--- config.mk ---
export PLATFORM = sky130hd
export DESIGN_NAME = irq_vector_ctrl
export DESIGN_NICKNAME = d
export VERILOG_FILES = /design/src/rtl/irq_vector_ctrl.sv
export SDC_FILE = /design/constraint.sdc
export NUM_CORES = 1
export LEC_CHECK = 0
export BUFFER_PORTS_ARGS = -buffer_cell sky130_fd_sc_hd__buf_2
export CORE_AREA = 3 3 84 86
export DETAILED_ROUTE_END_ITERATION = 12
export DIE_AREA = 0 0 87 89
export PLACE_DENSITY_LB_ADDON = 0.25
export RECOVER_POWER = 25
export SLEW_MARGIN = 0
export SYNTH_ARGS = -nofsm -noshare
export SYNTH_HDL_FRONTEND = slang
export SYNTH_SLANG_ARGS = --single-unit
--- constraint.sdc ---
create_clock -name clk -period 1.3 [get_ports clk]
set_input_delay 0.065 -clock clk [delete_from_list [all_inputs] [get_ports clk]]
set_output_delay 0.065 -clock clk [all_outputs]
set_load 0.1 [all_outputs]
--- src/rtl/irq_vector_ctrl.sv ---
module irq_vector_ctrl #(
  parameter int NSRC     = 18,
  parameter int VW       = 8,
  parameter int VEC_BASE = 3,
  parameter int VEC_STEP = 8,
  parameter logic [NSRC-1:0] HWCLR_MASK = 18'h01E0F,
  parameter logic [NSRC-1:0] EDGE_MASK  = 18'h35FBF
) (
  input  logic            clk,
  input  logic            rst_n,
  input  logic [NSRC-1:0] src_i,
  input  logic            wr_en_i,
  input  logic [1:0]      wr_sel_i,
  input  logic [NSRC-1:0] wr_data_i,
  input  logic            ack_i,
  input  logic [$clog2(NSRC)-1:0] ack_src_i,
  output logic            irq_o,
  output logic [VW-1:0]   vec_o,
  output logic [NSRC-1:0] flag_o,
  output logic [NSRC-1:0] en_o,
  output logic            gie_o
);
  localparam int IW = $clog2(NSRC);

  logic [NSRC-1:0] flag_q, en_q, src_q;
  logic            gie_q;
  logic [NSRC-1:0] hw_set, sw_set, sw_clr, ack_clr, pending;
  logic [IW-1:0]   win;
  logic            any;

  assign hw_set  = (EDGE_MASK & src_i & ~src_q) | (~EDGE_MASK & src_i);
  assign sw_set  = (wr_en_i && wr_sel_i == 2'd0) ? wr_data_i : '0;
  assign sw_clr  = (wr_en_i && wr_sel_i == 2'd1) ? wr_data_i : '0;
  assign pending = flag_q & en_q;

  always_comb begin
    for (int i = 0; i < NSRC; i++)
      ack_clr[i] = ack_i && (ack_src_i == IW'(i)) && HWCLR_MASK[i];
  end

  always_comb begin
    win = '0;
    any = 1'b0;
    for (int i = NSRC - 1; i >= 0; i--)
      if (pending[i]) begin
        win = IW'(i);
        any = 1'b1;
      end
  end

  always_ff @(posedge clk or negedge rst_n) begin
    if (!rst_n) begin
      flag_q <= '0;
      en_q   <= '0;
      src_q  <= '0;
      gie_q  <= 1'b0;
    end else begin
      src_q  <= src_i;
      flag_q <= (flag_q & ~sw_clr & ~ack_clr) | sw_set | hw_set;
      if (wr_en_i && wr_sel_i == 2'd2) en_q  <= wr_data_i;
      if (wr_en_i && wr_sel_i == 2'd3) gie_q <= wr_data_i[0];
    end
  end

  assign irq_o  = gie_q & any;
  assign vec_o  = VW'(VEC_BASE + VEC_STEP * int'(win));
  assign flag_o = flag_q;
  assign en_o   = en_q;
  assign gie_o  = gie_q;

  logic [VW-1:0] vidx;
  assign vidx = (vec_o - VW'(VEC_BASE)) / VW'(VEC_STEP);


  edge_set_chk: assert property (@(posedge clk) disable iff (!rst_n)
    ((EDGE_MASK & src_i & ~src_q) != '0) |=>
      ((flag_q & $past(EDGE_MASK & src_i & ~src_q)) == $past(EDGE_MASK & src_i & ~src_q)));


  level_hold_chk: assert property (@(posedge clk) disable iff (!rst_n)
    ((~EDGE_MASK & src_i) != '0) |=>
      ((flag_q & $past(~EDGE_MASK & src_i)) == $past(~EDGE_MASK & src_i)));


  sw_only_clear_chk: assert property (@(posedge clk) disable iff (!rst_n)
    !(wr_en_i && wr_sel_i == 2'd1) |=> ((($past(flag_q) & ~flag_q) & ~HWCLR_MASK) == '0));


  gie_gate_chk: assert property (@(posedge clk) disable iff (!rst_n)
    !gie_o |-> !irq_o);


  vec_valid_chk: assert property (@(posedge clk) disable iff (!rst_n)
    irq_o |-> (vidx < VW'(NSRC)) && flag_o[vidx[IW-1:0]] && en_o[vidx[IW-1:0]]);


  vec_lowest_chk: assert property (@(posedge clk) disable iff (!rst_n)
    irq_o |-> ((flag_o & en_o & ((NSRC'(1) << vidx) - NSRC'(1))) == '0));
endmodule

# Word level (Yosys, flattened, before mapping)
# Index checks and enable logic that the tools add are counted.
[classes]
n_addsub = 1
n_mul = 0
n_div = 0
magnitude_cmp = 0
n_eq_ne = 10
n_shift = 0
n_mux = 38
bitwise_logic = 11
n_reduce_logical = 14
[op_table]
columns = ["op", "n"]
rows = [
  ["5-bit two-way mux", 18],
  ["18-bit bitwise AND", 4],
  ["18-bit two-way mux", 2],
  ["18-bit NOT", 2],
  ["18-bit OR", 2],
  ["5-bit by 4-bit equality test with 1-bit output, second input constant", 4],
  ["1-bit two-way mux", 18],
  ["13-bit NOT with 18-bit output", 1],
  ["18-bit by 16-bit OR with 18-bit output", 1],
  ["1-bit logical AND", 12],
  ["5-bit by 2-bit equality test with 1-bit output, second input constant", 2],
  ["2-bit by 8-bit adder with 8-bit output, first input constant", 1],
  ["5-bit by 1-bit equality test with 1-bit output, second input constant", 1],
  ["5-bit zero test", 1],
  ["2-bit equality test, second input constant", 2],
  ["2-bit by 1-bit equality test with 1-bit output, second input constant", 1],
  ["2-bit zero test", 1],
  ["1-bit bitwise AND", 1],
]
[totals]
regBits = 55
latch_bits = 0
mem_bits_rw = 0
mem_bits_ro = 0
inputBits = 47
output_inout_bits = 46
word_cells = 78
n_memories = 0

# Depth between registers and ports, before layout
[logic_depth]
depth_word = 20
mapped_depth = 6

# Worst setup path before layout
# No wires, ideal clock.
[synth_timing]
kind = "reg-to-output"
from = "reg en_q[15] (netlist: en_o[15])"
to = "out vec_o[4]"
t_arrival_ns = 3.742
path_slack_ns = -2.507
stages_incl_launch_ff = 5
n_path_buf = 0
path_cell_list = "dfrtp_1 nand2_1 a222oi_1 o31ai_1 a21boi_0"
[synth_between]
elab_chain_len = 18
[synth_lines]
columns = ["element", "line", "source"]
rows = [
  ["start: declaration", "25", "logic [NSRC-1:0] flag_q, en_q, src_q;"],
  ["start signal: assignment", "60", "if (wr_en_i && wr_sel_i == 2'd2) en_q <= wr_data_i;"],
  ["18-bit bitwise AND", "34", "assign pending = flag_q & en_q;"],
  ["5-bit two-way mux (16 in series)", "45", "if (pending[i]) begin"],
  ["2-bit by 8-bit adder with 8-bit output", "66", "assign vec_o = VW'(VEC_BASE + VEC_STEP * int'(win));"],
  ["end: declaration", "18", "output logic [VW-1:0] vec_o,"],
]
# No other way between the ends.

# Worst setup path in the final report
[layout_timing]
from = "reg en_q[7] (netlist: en_o[7])"
to = "out vec_o[7]"
[layout_between]
elab_chain_len = 10
[layout_lines]
columns = ["element", "line"]
rows = [
  ["18-bit bitwise AND", "34"],
  ["5-bit two-way mux (8 in series)", "45"],
  ["2-bit by 8-bit adder with 8-bit output", "66"],
]
# No other way between the ends.

==> qor.txt <==
Port-buffer cells - 89
Pwr dens - 1600 mW/mm^2
Post-synth ARST share - 100%
Number of synthesized flops with an enable pin - 0
Vias in the first global route - 2425
WHS Path Cells - 2
Sequential share of power - 28.9%
Crit path time final - 1990 ps
P_leak - 2.00 nW
Sink Count - 52
Core Util, Final - 69.4%
CTS tree - done
Crit share post-route - 153%
Commonest non-fill, non-tap cells in the layout - buf_4 (54), nand2_1 (40), buf_2 (38), buf_12 (28), dlygate4sd3_1 (26)
Slowest stage delay, CP - 490 ps
I/O pins - 93
Largest net degree at the start of global routing - 53
Critical path class - reg -> out
DRC Markers - 0
Max IR drop VDD - 1070 uV
CTS root buffer - clkbuf_8
Worst reg2reg setup slack - 170 ps
Setup Viol. Count Final - 6
Wirelength, routed - 7590 um
DR iter-0 viols - 152
Yosys warning count - 0
Die height - 89 um
Worst-Skew Late Latency - 300 ps
Setup TNS - -3420 ps
Worst setup startpoint - en_o[7]
Internal - 0.00391 W
Delay-heaviest family, CP - simple AND/OR/NAND/NOR gates
Die Area - 0.00774 mm^2
CP max stage cell - dfrtp_4
Sequential fraction of the synthesis area - 52.0%
Setup crit start kind - flop
Area Overhead vs Synth - 76.1%
FF/Latch Area - 0.00140 mm^2
Cell taking the most area after synthesis - dfrtp_1
Fill cells - 465
Setup ws final - -686 ps
Critical R2R Capture - flag_o[0]
Fmax - 0.504 GHz
Worst Path Required - 1240 ps
Max cap viols - 0
CTS buffer count - 5
Worst Skew - 0.797 ps
Finished Layout Cells - 460
Grt ovf - 0
Slew headroom - 51.1%
Wire per inst - 16.5 um
GRT Overall Usage - 20.7%
Hold path start - wr_data_i[6]
Hold Fails Final Rpt - 0
Status - complete, but fails checks
Global-route wire length before repair - 12300 um
Crit path arrival time - 1920 ps
Bufs and invs on worst path - 1
Crit path cell chain - a22oi_2 -> nand4_1 -> nor4_4 -> nor2b_4 -> buf_12
Hold EP - en_o[6]
Top post-synthesis cells by area - dfrtp_1 (52%), nand2_1 (6.1%), mux2_4 (6.0%)
Detailed Place HPWL - 5670 um
GP Congestion - 0.783
Synth cell types - 41
Worst reg2reg path depth - 4
Commonest non-fill, non-tap cell in the layout - buf_4
Core Area - 0.00635 mm^2
Cell Area, Synth - 0.00250 mm^2
Sw Share - 44.4%
Synth Flop Type - dfrtp_1
DRT Pass-1 Iters - 4
Switching power - 0.00313 W
Worst-Margin Slew - 733 ps
Crit Path Max Fanout - 2
RSZ-0062 raised after global routing - true
Via Count - 2342
Syn_area_per_cell - 11.6 um^2
Layout cells sized above 1 - 60.1%
# rows - 29
CTS H-Tree Depth - 2
Clock Path Buffers - 2
Share of Yosys cell area claimed by the top area cell type - 52.0%
Die Wd - 87 um
Remaining antenna violation count after routing - 0
Multi-input logic area - 0.00120 mm^2
Comb pwr share - 55.5%
Clock transition at the registers of the reported paths - 90 ps
Initial Util - 39.4%
Post-route cell area - 0.00441 mm^2
Mapped Cells - 215
Failing checks - negative setup slack
Number of synthesized register bits - 52
Vias per cell - 5.09
R2r startpoint - flag_o[0]
Initial antenna violation count - 0
Cell area after placement - 0.00395 mm^2
Final Max Tran Viols - 0
Fin nets - 429
Total design power - 0.00704 W
Clk pwr share - 15.6%
Hold Crit Class - in -> reg
Inst Count DP - 423
CP endpoint kind - output port
# diodes - 0
## synth_stat cells, drive strengths merged, types with 3 or more instances
cell and instances:
dfrtp 52, inv 17, buf 8, a22o 3
a211o 3, mux2 19, o221ai 14, nand2 44
nand3 11, nor2 6, a22oi 7, nor2b 5
## routing by layer
layer	up-vias	track usage [%]	wire length, um
met5	-	0	0
met4	0	6.66	97
met3	9	4.70	381
met2	61	35.8	3940
met1	1162	25.7	3170
li1	1110	-	-
## stage by stage
| step | hold slack, ps | setup slack, ps |
|---|---|---|
| 3_5_place_dp | 78.8 | -422 |
| 4_1_cts | 3.48 | -708 |
| 5_1_grt | -0.125 | -781 |
| 3_3_place_gp | 78.7 | -378 |
| 2_1_floorplan | -231 | -773 |
| 6_report | 10.9 | -686 |
## repair_timing
item | CTS | global route
endpoints found under the setup margin | 12 | 13
hold buffers | 26 | 0
resized for setup | 17 | 13
setup buffers | 2 | 3
pin swaps | 4 | 5
hold endpoints to repair | 77 | 0
## area by class of cell
type | count | share of cell area, %
clock buffer | 7 | 1.73
sequential | 52 | 31.7
multi-input combinational | 139 | 27.3
tap | 77 | 2.19
inverter | 17 | 1.45
clock inverter | 1 | 0.681
timing repair buffer | 167 | 34.9
## sequential cells by signal (all words and copies together) (netlist names)
| register | count |
|---|---|
| en_o | 18 |
| flag_o | 18 |
| src_q | 15 |
| gie_o | 1 |
## how the worst max path moves through the flow
stage	endpoint	depth (start not counted)	slack (ps)
2_1_floorplan	vec_o[7]	4	-770
3_3_place_gp	vec_o[7]	5	-380
3_5_place_dp	vec_o[7]	5	-420
4_1_cts	vec_o[7]	5	-710
5_1_grt	vec_o[7]	5	-780
6_report	vec_o[7]	5	-690
## power by group through the flow
stage | Clock, W | Combinational, W | Sequential, W
global route | 0.00119 | 0.00405 | 0.00206
global placement | 0 | 0.00367 | 0.00205
CTS | 0.00113 | 0.00386 | 0.00203
detailed placement | 0 | 0.00370 | 0.00206
floorplan | 0 | 0.00100 | 0.00338
finish | 0.00110 | 0.00391 | 0.00204
## cell families after synthesis
| group | share of synthesized area (%) |
|---|---|
| AOI/OAI and AO/OA | 17.1 |
| DFF | 52.0 |
| buffers and inverters | 5.55 |
| other | 0.300 |
| muxes | 10.0 |
| and+or+nand+nor | 15.0 |
(Power assumes the default switching activity.)
